===== config.mk =====
export PLATFORM = sky130hd
export DESIGN_NAME = bcd_adjust_unit
export DESIGN_NICKNAME = d
export VERILOG_FILES = /design/src/rtl/bcd_adj_pkg.sv /design/src/rtl/bcd_nibble_fix.sv /design/src/rtl/bcd_mac_engine.sv /design/src/rtl/bcd_div_engine.sv /design/src/rtl/bcd_adjust_unit.sv
export SDC_FILE = /design/constraint.sdc
export NUM_CORES = 1
export LEC_CHECK = 0
export ABC_CLOCK_PERIOD_IN_PS = 7500
export CORE_UTILIZATION = 62
export DETAILED_ROUTE_END_ITERATION = 16
export GPL_ROUTABILITY_DRIVEN = 0
export PLACE_DENSITY = 0.86
export SLEW_MARGIN = 10
export SYNTH_ARGS = -nofsm -noshare
export SYNTH_HDL_FRONTEND = slang
export SYNTH_SLANG_ARGS = --single-unit
export TNS_END_PERCENT = 50

===== constraint.sdc =====
create_clock -name clk -period 7.5 [get_ports clk]
set_input_delay 1.5 -clock clk [delete_from_list [all_inputs] [get_ports clk]]
set_output_delay 1.5 -clock clk [all_outputs]
set_load 0.02 [all_outputs]

===== src/rtl/bcd_adj_pkg.sv =====
// Shared types for the decimal/ASCII adjust unit.
// Assumes byte-wide operands; nibble rules depend on DW being 8.
package bcd_adj_pkg;
    localparam int DW = 8;

    typedef enum logic [2:0] {
        OP_PK_ADD = 3'd0,
        OP_PK_SUB = 3'd1,
        OP_UN_ADD = 3'd2,
        OP_UN_SUB = 3'd3,
        OP_TO_BIN = 3'd4,
        OP_TO_DIG = 3'd5,
        OP_NOP6   = 3'd6,
        OP_NOP7   = 3'd7
    } adj_op_e;

    typedef struct packed {
        logic [DW-1:0] lo;
        logic [DW-1:0] hi;
        logic          cf;
        logic          af;
    } adj_res_t;
endpackage


===== src/rtl/bcd_nibble_fix.sv =====
// Combinational nibble correction for the four add/subtract fix-ups.
// Assumes operands are stable for the whole operation (registered upstream).
// Any other op code passes the operands through unchanged.
module bcd_nibble_fix
    import bcd_adj_pkg::*;
(
    input  adj_op_e       op,
    input  logic [DW-1:0] lo,
    input  logic [DW-1:0] hi,
    input  logic          cf,
    input  logic          af,
    output adj_res_t      res
);
    logic          low_big;
    logic [DW:0]   stage1;
    logic          c1;
    logic [DW-1:0] s1;

    // Two-stage correction per operation.
    always_comb begin
        low_big = (lo[3:0] > 4'd9) || af;
        stage1  = {1'b0, lo};
        c1      = cf;
        s1      = lo;
        res     = '{lo: lo, hi: hi, cf: cf, af: af};
        case (op)
            OP_PK_ADD, OP_PK_SUB: begin
                if (op == OP_PK_ADD)
                    stage1 = {1'b0, lo} + (low_big ? 9'd6 : 9'd0);
                else
                    stage1 = {1'b0, lo} - (low_big ? 9'd6 : 9'd0);
                s1     = stage1[DW-1:0];
                c1     = cf | (low_big & stage1[DW]);
                res.af = low_big;
                if ((s1[7:4] > 4'd9) || c1) begin
                    res.lo = (op == OP_PK_ADD) ? s1 + 8'h60 : s1 - 8'h60;
                    res.cf = 1'b1;
                end else begin
                    res.lo = s1;
                    res.cf = 1'b0;
                end
            end
            OP_UN_ADD, OP_UN_SUB: begin
                if (low_big) begin
                    s1     = (op == OP_UN_ADD) ? lo + 8'd6 : lo - 8'd6;
                    res.hi = (op == OP_UN_ADD) ? hi + 8'd1 : hi - 8'd1;
                end
                res.lo = {4'h0, s1[3:0]};
                res.cf = low_big;
                res.af = low_big;
            end
            default: ;
        endcase
    end
endmodule


===== src/rtl/bcd_mac_engine.sv =====
// Sequential shift-add multiply-accumulate: acc = acc_in + mcand_in * mplier_in (mod 2^W).
// Takes W cycles after load; result is stable once the step count reaches zero.
module bcd_mac_engine #(
    parameter int W = 8
) (
    input  logic         clk,
    input  logic         rst_n,
    input  logic         load,
    input  logic [W-1:0] acc_in,
    input  logic [W-1:0] mcand_in,
    input  logic [W-1:0] mplier_in,
    output logic [W-1:0] result
);
    localparam int SW = $clog2(W + 1);

    logic [W-1:0]  acc_q, mcand_q, mplier_q;
    logic [SW-1:0] steps_q;

    // Load operands, then add one shifted partial product per cycle.
    always_ff @(posedge clk) begin
        if (!rst_n) begin
            acc_q    <= '0;
            mcand_q  <= '0;
            mplier_q <= '0;
            steps_q  <= '0;
        end else if (load) begin
            acc_q    <= acc_in;
            mcand_q  <= mcand_in;
            mplier_q <= mplier_in;
            steps_q  <= SW'(W);
        end else if (steps_q != '0) begin
            if (mplier_q[0])
                acc_q <= acc_q + mcand_q;
            mcand_q  <= mcand_q << 1;
            mplier_q <= mplier_q >> 1;
            steps_q  <= steps_q - 1'b1;
        end
    end

    assign result = acc_q;
endmodule


===== src/rtl/bcd_div_engine.sv =====
// Sequential restoring divider, one quotient bit per cycle, W cycles after load.
// A zero divisor yields meaningless results; the caller must screen it.
module bcd_div_engine #(
    parameter int W = 8
) (
    input  logic         clk,
    input  logic         rst_n,
    input  logic         load,
    input  logic [W-1:0] dividend,
    input  logic [W-1:0] divisor,
    output logic [W-1:0] quotient,
    output logic [W-1:0] remainder
);
    localparam int SW = $clog2(W + 1);

    logic [W:0]    rem_q;
    logic [W-1:0]  quo_q, dvs_q;
    logic [SW-1:0] steps_q;
    logic [W:0]    shifted;

    assign shifted = {rem_q[W-1:0], quo_q[W-1]};

    // Shift in the next dividend bit and subtract the divisor when it fits.
    always_ff @(posedge clk) begin
        if (!rst_n) begin
            rem_q   <= '0;
            quo_q   <= '0;
            dvs_q   <= '0;
            steps_q <= '0;
        end else if (load) begin
            rem_q   <= '0;
            quo_q   <= dividend;
            dvs_q   <= divisor;
            steps_q <= SW'(W);
        end else if (steps_q != '0) begin
            if (shifted >= {1'b0, dvs_q}) begin
                rem_q <= shifted - {1'b0, dvs_q};
                quo_q <= {quo_q[W-2:0], 1'b1};
            end else begin
                rem_q <= shifted;
                quo_q <= {quo_q[W-2:0], 1'b0};
            end
            steps_q <= steps_q - 1'b1;
        end
    end

    assign quotient  = quo_q;
    assign remainder = rem_q[W-1:0];
endmodule


===== src/rtl/bcd_adjust_unit.sv =====
// Decimal/ASCII adjust unit top. Latches operands on an accepted start,
// runs a fixed per-operation latency, then registers results and pulses done.
// Assumes the engines' W steps fit inside the base-conversion latencies.
module bcd_adjust_unit
    import bcd_adj_pkg::*;
#(
    parameter int LAT_PK  = 4,
    parameter int LAT_UN  = 8,
    parameter int LAT_BIN = 60,
    parameter int LAT_DIG = 83
) (
    input  logic         clk,
    input  logic         rst_n,
    input  logic         start,
    input  logic [2:0]   op,
    input  logic [7:0]   lo_in,
    input  logic [7:0]   hi_in,
    input  logic         cf_in,
    input  logic         af_in,
    input  logic [7:0]   base_in,
    output logic         done,
    output logic [7:0]   lo_out,
    output logic [7:0]   hi_out,
    output logic         cf_out,
    output logic         af_out,
    output logic         sf_out,
    output logic         zf_out,
    output logic         pf_out,
    output logic         div_err
);
    localparam int LAT_MAX = (LAT_DIG > LAT_BIN) ? LAT_DIG : LAT_BIN;
    localparam int CW      = $clog2(LAT_MAX + 1);

    logic          busy_q;
    logic [CW-1:0] cnt_q;
    adj_op_e       op_q;
    logic [DW-1:0] lo_q, hi_q, base_q;
    logic          cf_q, af_q;
    logic          accept, finish;
    adj_res_t      fix_res, fin_res;
    logic          fin_err;
    logic [DW-1:0] mac_res, quo, rem;

    assign accept = start && !busy_q;
    assign finish = busy_q && (cnt_q == '0);

    function automatic logic [CW-1:0] lat_of(adj_op_e o);
        case (o)
            OP_UN_ADD, OP_UN_SUB: return CW'(LAT_UN - 1);
            OP_TO_BIN:            return CW'(LAT_BIN - 1);
            OP_TO_DIG:            return CW'(LAT_DIG - 1);
            default:              return CW'(LAT_PK - 1);
        endcase
    endfunction

    bcd_nibble_fix u_fix (
        .op (op_q), .lo (lo_q), .hi (hi_q), .cf (cf_q), .af (af_q), .res (fix_res)
    );

    bcd_mac_engine #(.W(DW)) u_mac (
        .clk (clk), .rst_n (rst_n), .load (accept),
        .acc_in (lo_in), .mcand_in (hi_in), .mplier_in (base_in),
        .result (mac_res)
    );

    bcd_div_engine #(.W(DW)) u_div (
        .clk (clk), .rst_n (rst_n), .load (accept),
        .dividend (lo_in), .divisor (base_in),
        .quotient (quo), .remainder (rem)
    );

    // Sequencer: capture operands on accept, count down the latency.
    always_ff @(posedge clk) begin
        if (!rst_n) begin
            busy_q <= 1'b0;
            cnt_q  <= '0;
            op_q   <= OP_PK_ADD;
            lo_q   <= '0;
            hi_q   <= '0;
            base_q <= '0;
            cf_q   <= 1'b0;
            af_q   <= 1'b0;
        end else if (accept) begin
            busy_q <= 1'b1;
            cnt_q  <= lat_of(adj_op_e'(op));
            op_q   <= adj_op_e'(op);
            lo_q   <= lo_in;
            hi_q   <= hi_in;
            base_q <= base_in;
            cf_q   <= cf_in;
            af_q   <= af_in;
        end else if (finish) begin
            busy_q <= 1'b0;
        end else if (busy_q) begin
            cnt_q <= cnt_q - 1'b1;
        end
    end

    // Final result select across the three datapaths.
    always_comb begin
        fin_res = fix_res;
        fin_err = 1'b0;
        case (op_q)
            OP_TO_BIN: fin_res = '{lo: mac_res, hi: '0, cf: 1'b0, af: 1'b0};
            OP_TO_DIG: begin
                if (base_q == '0) begin
                    fin_res = '{lo: lo_q, hi: hi_q, cf: cf_q, af: af_q};
                    fin_err = 1'b1;
                end else begin
                    fin_res = '{lo: rem, hi: quo, cf: 1'b0, af: 1'b0};
                end
            end
            default: ;
        endcase
    end

    // Output registers: updated only at completion, done/div_err pulse.
    always_ff @(posedge clk) begin
        if (!rst_n) begin
            done    <= 1'b0;
            div_err <= 1'b0;
            lo_out  <= '0;
            hi_out  <= '0;
            cf_out  <= 1'b0;
            af_out  <= 1'b0;
            sf_out  <= 1'b0;
            zf_out  <= 1'b0;
            pf_out  <= 1'b0;
        end else begin
            done    <= finish;
            div_err <= finish && fin_err;
            if (finish) begin
                lo_out <= fin_res.lo;
                hi_out <= fin_res.hi;
                cf_out <= fin_res.cf;
                af_out <= fin_res.af;
                sf_out <= fin_res.lo[DW-1];
                zf_out <= (fin_res.lo == '0);
                pf_out <= ~^fin_res.lo;
            end
        end
    end
endmodule


Word-level counts from Yosys, hierarchy flattened
Cells that the tools add are included.
- bits in registers: 108
- input port bits: 32
- output and inout bits: 23
- logic and storage cells: 117
- reductions and logical operators: 24
- eq/ne operators: 10
- mux-type cells: 38
- magnitude comparators: 3
- add/subtract/negate cells: 13
- bitwise logic cells: 3
- operator list (cell ; count):
    two-way mux 8 bit ; 15
    one-hot mux 18 bit (2 select lines) ; 1
    two-way mux 4 bit ; 6
    two-way mux 7 bit ; 3
    one-hot mux 7 bit (3 select lines) ; 1
    two-way mux 18 bit ; 1
    two-way mux 9 bit ; 2
    zero test 8 bit ; 2
    one-hot mux 8 bit (2 select lines) ; 1
    == test 3 x 2 -> 1 bit (second input constant) ; 4
    == test 3 bit (second input constant) ; 4
    nonzero test 2 bit ; 5
    adder 8 x 3 -> 9 bit ; 1
    greater-or-equal comparator 9 x 8 -> 1 bit ; 1
    subtractor 8 x 3 -> 9 bit ; 1
    adder 8 x 1 -> 8 bit (second input constant) ; 1
    adder 8 x 7 -> 8 bit (second input constant) ; 1
    adder 8 bit ; 1
    greater-than comparator 4 bit (second input constant) ; 2
    nonzero test 4 bit ; 2
    OR reduction 2 bit ; 4
    XNOR reduction 8 bit ; 1
    subtractor 4 x 1 -> 4 bit (second input constant) ; 2
    subtractor 8 x 1 -> 8 bit (second input constant) ; 1
    other kinds (19) ; 28

Depth between registers and ports, before layout
Gate-level depths: netlist of the first run.
- word-level depth: 13
- mapped depth: 19
- gate-level depth less buffers: 19

Modules after synthesis
From an unflattened synthesis of the first run, not the netlist that was laid out.
- cells, all modules: 925
- area, all modules: 7592.3 um^2
- by module, submodules not included (module ; sequential area each (um^2) ; area each (um^2) ; times used ; cells an instance):
    bcd_adjust_unit ; 1181.1 ; 3265.6 ; 1 ; 389
    bcd_div_engine ; 560.5 ; 1632.8 ; 1 ; 195
    bcd_mac_engine ; 560.5 ; 1632.8 ; 1 ; 194
    bcd_nibble_fix ; 0.0 ; 1061.0 ; 1 ; 147

Worst setup path after synthesis of the first run
OpenSTA, ideal clock, no wires.
- kind: register to register
- from: register lo_q[2]
- to: register pf_out
- path slack: 3.355 ns
- cell stages (with the launch flop): 20
- arrival time: 4.069 ns
- buffers on the path: 0
- cell sequence: dfxtp_1 > o21a_1 > nor2_1 > inv_1 > ha_1 > fa_1 > nor3_1 > a32oi_2 > xor2_2 > fa_1 > nand4_1 > o21ai_0 > a22oi_1 > a31oi_1 > o41a_1 > ha_1 > xnor2_1 > xnor2_1 > nand2_1 > a21boi_0
- longest elaborated chain between the ends: 13
- elaborated cells on any way between the ends: 23
- classes of those cells: add/sub (6); order compare (2); mux (10); bitwise (2); reduce/logical (3)
- RTL lines (element ; RTL line ; source):
    start: declaration ; bcd_adjust_unit.sv:37 ; logic [DW-1:0] lo_q, hi_q, base_q;
    start signal: assignment ; bcd_adjust_unit.sv:87 ; lo_q <= lo_in;
    parallel branches: the longest is 11 deep, another holds subtractor 8 x 3 -> 9 bit ; -- ;
    one-hot mux 18 bit (2 select lines) * ; bcd_adjust_unit.sv:103 ; case (op_q)
    XNOR reduction 8 bit * ; bcd_adjust_unit.sv:139 ; pf_out <= ~^fin_res.lo;
    end signal: assignment ; bcd_adjust_unit.sv:139 ;
    end: declaration ; bcd_adjust_unit.sv:28 ; output logic pf_out,
Every way passes the cells marked *. The select of a mux whose other input is x is not followed.
A chain may end at the register's enable or synchronous reset.

Final worst setup path of the first run
- from: register op_q[0]
- to: register pf_out
- longest elaborated chain between the ends: 10
- elaborated cells on any way between the ends: 23
- classes of those cells: add/sub (2); order compare (1); eq/ne (5); mux (8); bitwise (2); reduce/logical (5)
- RTL lines (element ; RTL line ; source):
    start: declaration ; bcd_adjust_unit.sv:36 ; adj_op_e op_q;
    start signal: assignment ; bcd_adjust_unit.sv:86 ; op_q <= adj_op_e'(op);
    parallel branches: the longest is 8 deep, another holds subtractor 8 x 7 -> 8 bit ; -- ;
    one-hot mux 18 bit (2 select lines) * ; bcd_adjust_unit.sv:103 ;
    XNOR reduction 8 bit * ; bcd_adjust_unit.sv:139 ;
Marked as above.

==> results of run 1 <==
metal layers:
| layer | part of all wire (%) | track usage [%] |
|---|---|---|
| met4 | 2.8 | 12.2 |
| met1 | 43 | 40.7 |
| met5 | 0 | 0 |
| met2 | 47 | 52.9 |
| met3 | 7.1 | 4.45 |
kinds of logic (layout without fill, tap and decap cells):
kind of cell	after synthesis	count (layout)	share of synthesized area, %
xor gates and xnor gates	29	29	4.33
DFF	107	107	33.1
buffers and inverters	84	106	5.12
and+or+nand+nor	263	263	18.9
adders and majority gates	40	40	8.42
AOI/OAI and AO/OA	255	255	25.5
muxes	30	30	4.63
Yosys cell counts, types with 2 or more instances:
cell	count
o211ai_1	4
a2111oi_0	2
o221a_2	4
nor3b_1	3
and2_1	28
fa_1	6
o221ai_1	4
mux2i_1	30
a21boi_0	36
a31oi_1	13
nand2b_1	11
nor2_1	49
o41a_1	2
nand3_1	12
nor3_1	13
ha_1	34
inv_1	32
o21a_1	4
xnor2_1	20
buf_2	4
o31ai_1	2
a22o_1	4
or3_1	7
nor2b_1	12
nand4_1	2
a21oi_1	60
clkbuf_1	45
o21ai_0	76
a211oi_1	3
a21oi_2	2
a41oi_1	2
a21o_1	5
a22oi_1	4
nor4_1	3
nand2_1	113
xor2_1	7
dfxtp_1	107
and3_1	5
o211a_1	7
o22ai_1	2
o41ai_1	4
per-stage QoR:
step                utilization [%]  hold WS (ps)  setup slack [ps]
floorplan                         -           444              3360
global placement               70.6           460              2900
detailed placement             70.6           465              2730
CTS                            72.7           480              2710
global route                   72.7           496              2250
finish                         72.7           484              2660
power by group:
group          switching (W)  internal, W  leakage, nW
clock network       0.000198     0.000196        0.102
logic               0.000518     0.000372         1.90
registers          0.0000874     0.000654        0.878
worst max-delay path, cell delays in order (launching register included):
cell	delay, ps
dfxtp_1	530
or3_1	630
a21oi_2	260
ha_1	270
a21oi_1	300
nor2_1	130
a21bo_2	270
xnor2_4	150
fa_1	470
nand4_1	110
o21ai_0	90
a22oi_1	230
a31oi_1	70
o41a_1	370
ha_1	310
xnor2_1	200
xnor2_1	140
nand2_1	60
a21boi_0	190
state kept, by name (all words and copies together) (netlist names):
name / count
af_out: 1
u_div.rem_q: 8
cf_out: 1
op_q: 3
lo_q: 8
u_div.quotient: 8
af_q: 1
u_mac.steps_q: 4
hi_out: 8
pf_out: 1
u_mac.mcand_q: 8
cf_q: 1
u_div.steps_q: 4
base_q: 8
u_mac.mplier_q: 8
u_mac.result: 8
lo_out: 8
cnt_q: 7
hi_q: 8
busy_q: 1
div_err: 1
done: 1
zf_out: 1
area by class of cell:
class                      instances  area share, %
timing repair buffer              59           7.92
multi-input combinational        617           55.5
tap                              133           2.30
inverter                          32           1.66
clock inverter                     4           1.04
sequential                       107           29.6
clock buffer                      11           1.95
how the worst min path moves through the flow:
stage            start       to  slack (ps)  depth (start not counted)
3_3_place_gp    pf_out   pf_out         460                          2
5_1_grt         pf_out   pf_out         500                          2
4_1_cts         pf_out   pf_out         480                          2
3_5_place_dp    pf_out   pf_out         470                          2
6_report       lo_q[0]  lo_q[0]         480                          2
2_1_floorplan  lo_q[0]  lo_q[0]         440                          2
cell usage in the layout, fill, tap and decap left out, drive strengths merged, types with 3 or more instances in the layout:
| cell type | count |
|---|---|
| a211oi | 3 |
| a21boi | 36 |
| a21o | 5 |
| a21oi | 62 |
| a22o | 4 |
| a22oi | 4 |
| a31oi | 13 |
| and2 | 28 |
| and3 | 5 |
| buf | 6 |
| clkbuf | 11 |
| clkdlybuf4s50 | 53 |
| dfxtp | 107 |
| fa | 6 |
| ha | 34 |
| inv | 32 |
| mux2i | 30 |
| nand2 | 113 |
| nand2b | 11 |
| nand3 | 12 |
| nor2 | 49 |
| nor2b | 12 |
| nor3 | 13 |
| nor3b | 4 |
| nor4 | 3 |
| o211a | 7 |
| o211ai | 4 |
| o21a | 4 |
| o21ai | 78 |
| o221a | 4 |
| o221ai | 4 |
| o41ai | 4 |
| or3 | 7 |
| xnor2 | 21 |
| xor2 | 8 |
==> reports/metrics.yaml, run 1 <==
cts:
  cts_buffer_depth: 2
  tritoncts: "built"
  cts_root_buf: "clkbuf_8"
  clk_pin_slew_ps: 100
  numClockSinks: 107
  cts_hold_buf: 0
  post_cts_buffers: 0
  cts_resized: 0
  cts_buffers: 9
  clk_latency_ps: 370
  h-tree-depth: 3
run_status:
  outcome: "finished, final reports clean"
finish:
  final_cells: 963
  ff_latch_area_um2: 2140
  multi_input_area_um2: 4020
  nFillCells: 742
  drive_gt1_share_pct: 4.34
  finalNetCount: 898
  fin_area_um2: 7240
  n_antenna_cell: 0
  syn_to_final_growth_pct: 11.7
synth:
  yosysWarningCount: 0
  netlist_area_um2: 6480
  seq_area_frac_synth_pct: 33.1
  syn_nets: 880
  synth-seq-cells: 107
  synth_top_area_share_pct: 33.1
  syn-mean-instance-area_um2: 8.02
  synth_edf_count: 0
  synth.area.top_cells: "dfxtp_1 (33%), ha_1 (6.6%), nand2_1 (6.5%)"
  synth_top_area_cell: "dfxtp_1"
  synth_cells: 808
  synthFlopType: "dfxtp_1"
  synthDistinctLibCells: 66
  async_flop_share_pct: 0
route:
  drt_iter0_drc: 511
  viasPerCell: 6.27
  ant_nets: 0
  drc: 0
  vias: 6034
  firstDrtPassIters: 5
  wl_per_cell_um: 17.3
  routed_wl_um: 16700
critical_path:
  critPathLaunch: "op_q[0]"
  cp-start-kind: "flop"
  cp-end-kind: "flop"
  r2r_cells: 18
  critPathRequiredTime_ps: 7810
  r2r_setup_slack_ps: 2660
  r2r-start: "op_q[0]"
  crit_path_end: "pf_out"
  critPathKind: "flop to flop"
  r2r_end: "pf_out"
  path_max_fanout: 22
  worstPathArrival_ps: 5150
floorplanning:
  initial_utilization_pct: 65.1
  ios: 55
  die_h_um: 104
  die_x_um: 104
  core-area_um2: 9950
  num_rows: 36
  die_area_um2: 10900
grt:
  track_usage_pct: 31.4
  first_global_vias: 5739
  grt_pass1_wl_um: 27700
  grt_start_max_net_pins: 90
  gr-total-overflow: 0
  antenna_found_initial: 0
timing:
  finalCriticalPeriod_ps: 4840
  slew_headroom_pct: 29.7
  fmax_ghz: 0.206
  hold_violations: 0
  rsz0062_at_grt: "false"
  finalCritPeriodShare_pct: 64.6
  fin_worst_skew_ps: 11.6
  setup_viol: 0
  tightest_slew_ps: 1050
  finalSetupTns_ps: 0
  slew_viol_final: 0
placement:
  dp_cells: 948
  dpl.hpwl_um: 11800
  port_buffers: 54
  placed_area_um2: 7020
flow_run:
  max_cap_violations: 0
pwr:
  p_leak_nw: 2.88
  power.total_w: 0.00203
  power_density_nw_per_um2: 280
  ir_drop_uv: 330
hold_path:
  hold_class: "flop to flop"
Note: power is estimated with default switching activity, not from simulation.
==> run 2: changes to the inputs <==
- ABC_CLOCK_PERIOD_IN_PS: 7500 -> 5000
- CORE_UTILIZATION: 62 -> 59
- PLACE_DENSITY: 0.86 -> 0.82
- clock period: 7.5 -> 5 ns (I/O delays scaled with it)
==> run 2 against run 1 <==
  * Sequential power rose by 48%
  * Wire length fell by 3.3%
  * Maximum frequency rose by 5.0%
  * Clock power rose by 26%
  * Register-to-register slack got worse by 2300 ps
  * Setup slack got worse by 2300 ps
  * Utilization fell by 3.9 points
  * Power rose by 45%
==> reports/metrics.yaml, run 2 (synthesis gave the netlist of run 1 again) <==
run_status:
  outcome: "finished, final reports clean"
timing:
  tightest_slew_ps: 1050  # +3.57 ps
  finalCritPeriodShare_pct: 92.2  # +28 points
  hold_violations: 0  # unchanged
  fin_worst_skew_ps: 13.1  # +1.47 ps
  slew_headroom_pct: 29.5  # -0.24 points
  finalCriticalPeriod_ps: 4610  # -231 ps
  setup_viol: 0  # unchanged
  slew_viol_final: 0  # unchanged
  fmax_ghz: 0.217  # +5.0%
  rsz0062_at_grt: "false"
  finalSetupTns_ps: 0  # unchanged
finish:
  multi_input_area_um2: 4030  # +0.19%
  syn_to_final_growth_pct: 11.6  # about the same
  nFillCells: 860  # +16%
  finalNetCount: 901  # +0.33%
  n_antenna_cell: 0  # unchanged
  final_cell_mix: "nand2_1 (113), dfxtp_1 (106), o21ai_0 (76)"
  final_cells: 970  # +0.73%
  ff_latch_area_um2: 2140  # about the same
  fin_area_um2: 7230  # about the same
  final_common_cell: "nand2_1"
  drive_gt1_share_pct: 5.28  # +0.94 points
cts:
  post_cts_buffers: 0  # unchanged
  numClockSinks: 107  # unchanged
  h-tree-depth: 3  # unchanged
  tritoncts: "built"
  clk_latency_ps: 380  # about the same
  cts_buffers: 9  # unchanged
  clk_pin_slew_ps: 110  # about the same
  cts_buffer_depth: 2  # unchanged
  cts_root_buf: "clkbuf_8"
hold_path:
  hold_depth: 2  # unchanged
  min_to: "lo_q[0]"
  min-delay-start: "lo_q[0]"
  hold_class: "flop to flop"
grt:
  antenna_found_initial: 0  # unchanged
  first_global_vias: 5701  # -0.66%
  grt_pass1_wl_um: 27100  # -2.2%
  track_usage_pct: 29.6  # -1.8 points
  gr-total-overflow: 0  # unchanged
  grt_start_max_net_pins: 58  # -36%
critical_path:
  critPathKind: "flop to flop"
  r2r-start: "lo_q[2]"
  cp-end-kind: "flop"
  r2r_cells: 19  # +1
  cpMaxStageDelayCell: "fa_1"
  cp-start-kind: "flop"
  worstPathCellList: "o21a_1 -> nor2_2 -> inv_1 -> ha_1 -> fa_1 -> and3_1 -> a32oi_2 -> xor2_2 -> fa_1 -> nand4_1 -> o21ai_0 -> a22oi_1 -> a31oi_1 -> o41a_1 -> ha_1 -> xnor2_1 -> xnor2_1 -> nand2_1 -> a21boi_0"
  r2r_end: "pf_out"
  worstPathArrival_ps: 4910  # -240 ps
  critPathMaxStageDelay_ps: 480  # -150 ps
  critPathRequiredTime_ps: 5300  # -2510 ps
  path_max_fanout: 8  # -64%
  r2r_setup_slack_ps: 390  # -2270 ps
pwr:
  p_leak_nw: 2.88  # about the same
  power_density_nw_per_um2: 406  # +45%
  ir_drop_uv: 504  # +53%
placement:
  port_buffers: 54  # unchanged
  placed_area_um2: 7050  # +0.37%
  dpl.hpwl_um: 12000  # +1.4%
  dp_cells: 954  # +0.63%
route:
  firstDrtPassIters: 6  # +1
  viasPerCell: 6.08  # -3.0%
  vias: 5898  # -2.3%
  drt_iter0_drc: 435  # -15%
  drc: 0  # unchanged
  ant_nets: 0  # unchanged
  routed_wl_um: 16100  # -3.3%
  wl_per_cell_um: 16.6  # -4.0%
floorplanning:
  ios: 55  # unchanged
  die_area_um2: 11400  # +5.0%
  die_x_um: 107  # +2.5%
  num_rows: 37  # +2.8%
  initial_utilization_pct: 61.7  # -3.4 points
  die_h_um: 107  # +2.5%
  core-area_um2: 10500  # +5.6%
flow_run:
  max_cap_violations: 0  # unchanged
==> run 2: changes by cell type in the layout (fill, tap and decap cells not counted), sizes merged <==
cell	before	now
inv	32	34
clkbuf	11	9
buf	6	9
bufinv	2	0
clkinv	0	3
==> run 2: through the flow <==
| step | hold slack, ps | worst slack, ps | total power [W] | util [%] |
|---|---|---|---|---|
| 6_report | 481 | 388 | 0.00294 | 68.8 |
| 5_1_grt | 508 | 22.4 | 0.00315 | 68.8 |
| 4_1_cts | 483 | 288 | 0.00293 | 68.7 |
| 3_5_place_dp | 468 | 327 | 0.00243 | 67.1 |
| 3_3_place_gp | 459 | 540 | 0.00237 | 67.1 |
| 2_1_floorplan | 444 | 855 | 0.00212 | - |
==> run 2: cell type report <==
class	instances	area share (%)
multi-input cells	617	55.7
flip-flops and latches	107	29.6
repair buffers	62	8.23
well taps	136	2.35
clock buffers	9	1.71
inverters	32	1.66
clock inverters	7	0.709
==> run 2: worst max-delay path by stage <==
stage / cells past startpoint / endpoint / slack [ps] / startpoint
final: 19 / pf_out / 390 / lo_q[2]
after global routing: 19 / pf_out / 20 / lo_q[2]
after CTS: 19 / pf_out / 290 / lo_q[2]
after detailed placement: 19 / pf_out / 330 / lo_q[2]
after global placement: 19 / pf_out / 540 / lo_q[2]
after floorplan: 19 / pf_out / 860 / lo_q[2]
==> run 2: worst max-delay path: cells and delay by family, from the launching register on <==
family	cells	cell delay, ps
AOI/OAI and AO/OA	7	1450
adders and majority gates	4	1450
and+or+nand+nor	4	600
xor gates and xnor gates	3	490
DFF	1	410
buffers and inverters	1	130
==> run 2: power breakdown <==
group          internal (W)  leakage [nW]  total, W  switching [W]
clock network      0.000184        0.0860  0.000498       0.000314
registers          0.000981         0.879   0.00110       0.000119
logic              0.000561          1.92   0.00134       0.000781
total               0.00173          2.88   0.00294        0.00121
==> run 2: repair_timing <==
action	4_1_cts	5_1_grt
endpoints found under the setup margin	0	1
resized for setup	0	3
hold buffers	0	0
==> run 2: metal layers <==
layer  wire [µm]  track usage, %
met1        7170            39.2
met2        7460            48.2
met3         953            4.19
met4         535            12.9
met5           0               0
==> run 3: changes to the inputs <==
- CTS_CLUSTER_SIZE: unset -> 28
- SKIP_CTS_REPAIR_TIMING: unset -> 1
==> results of run 3 <==
The final DEF is identical to that of run 2; final timing and power are the same.
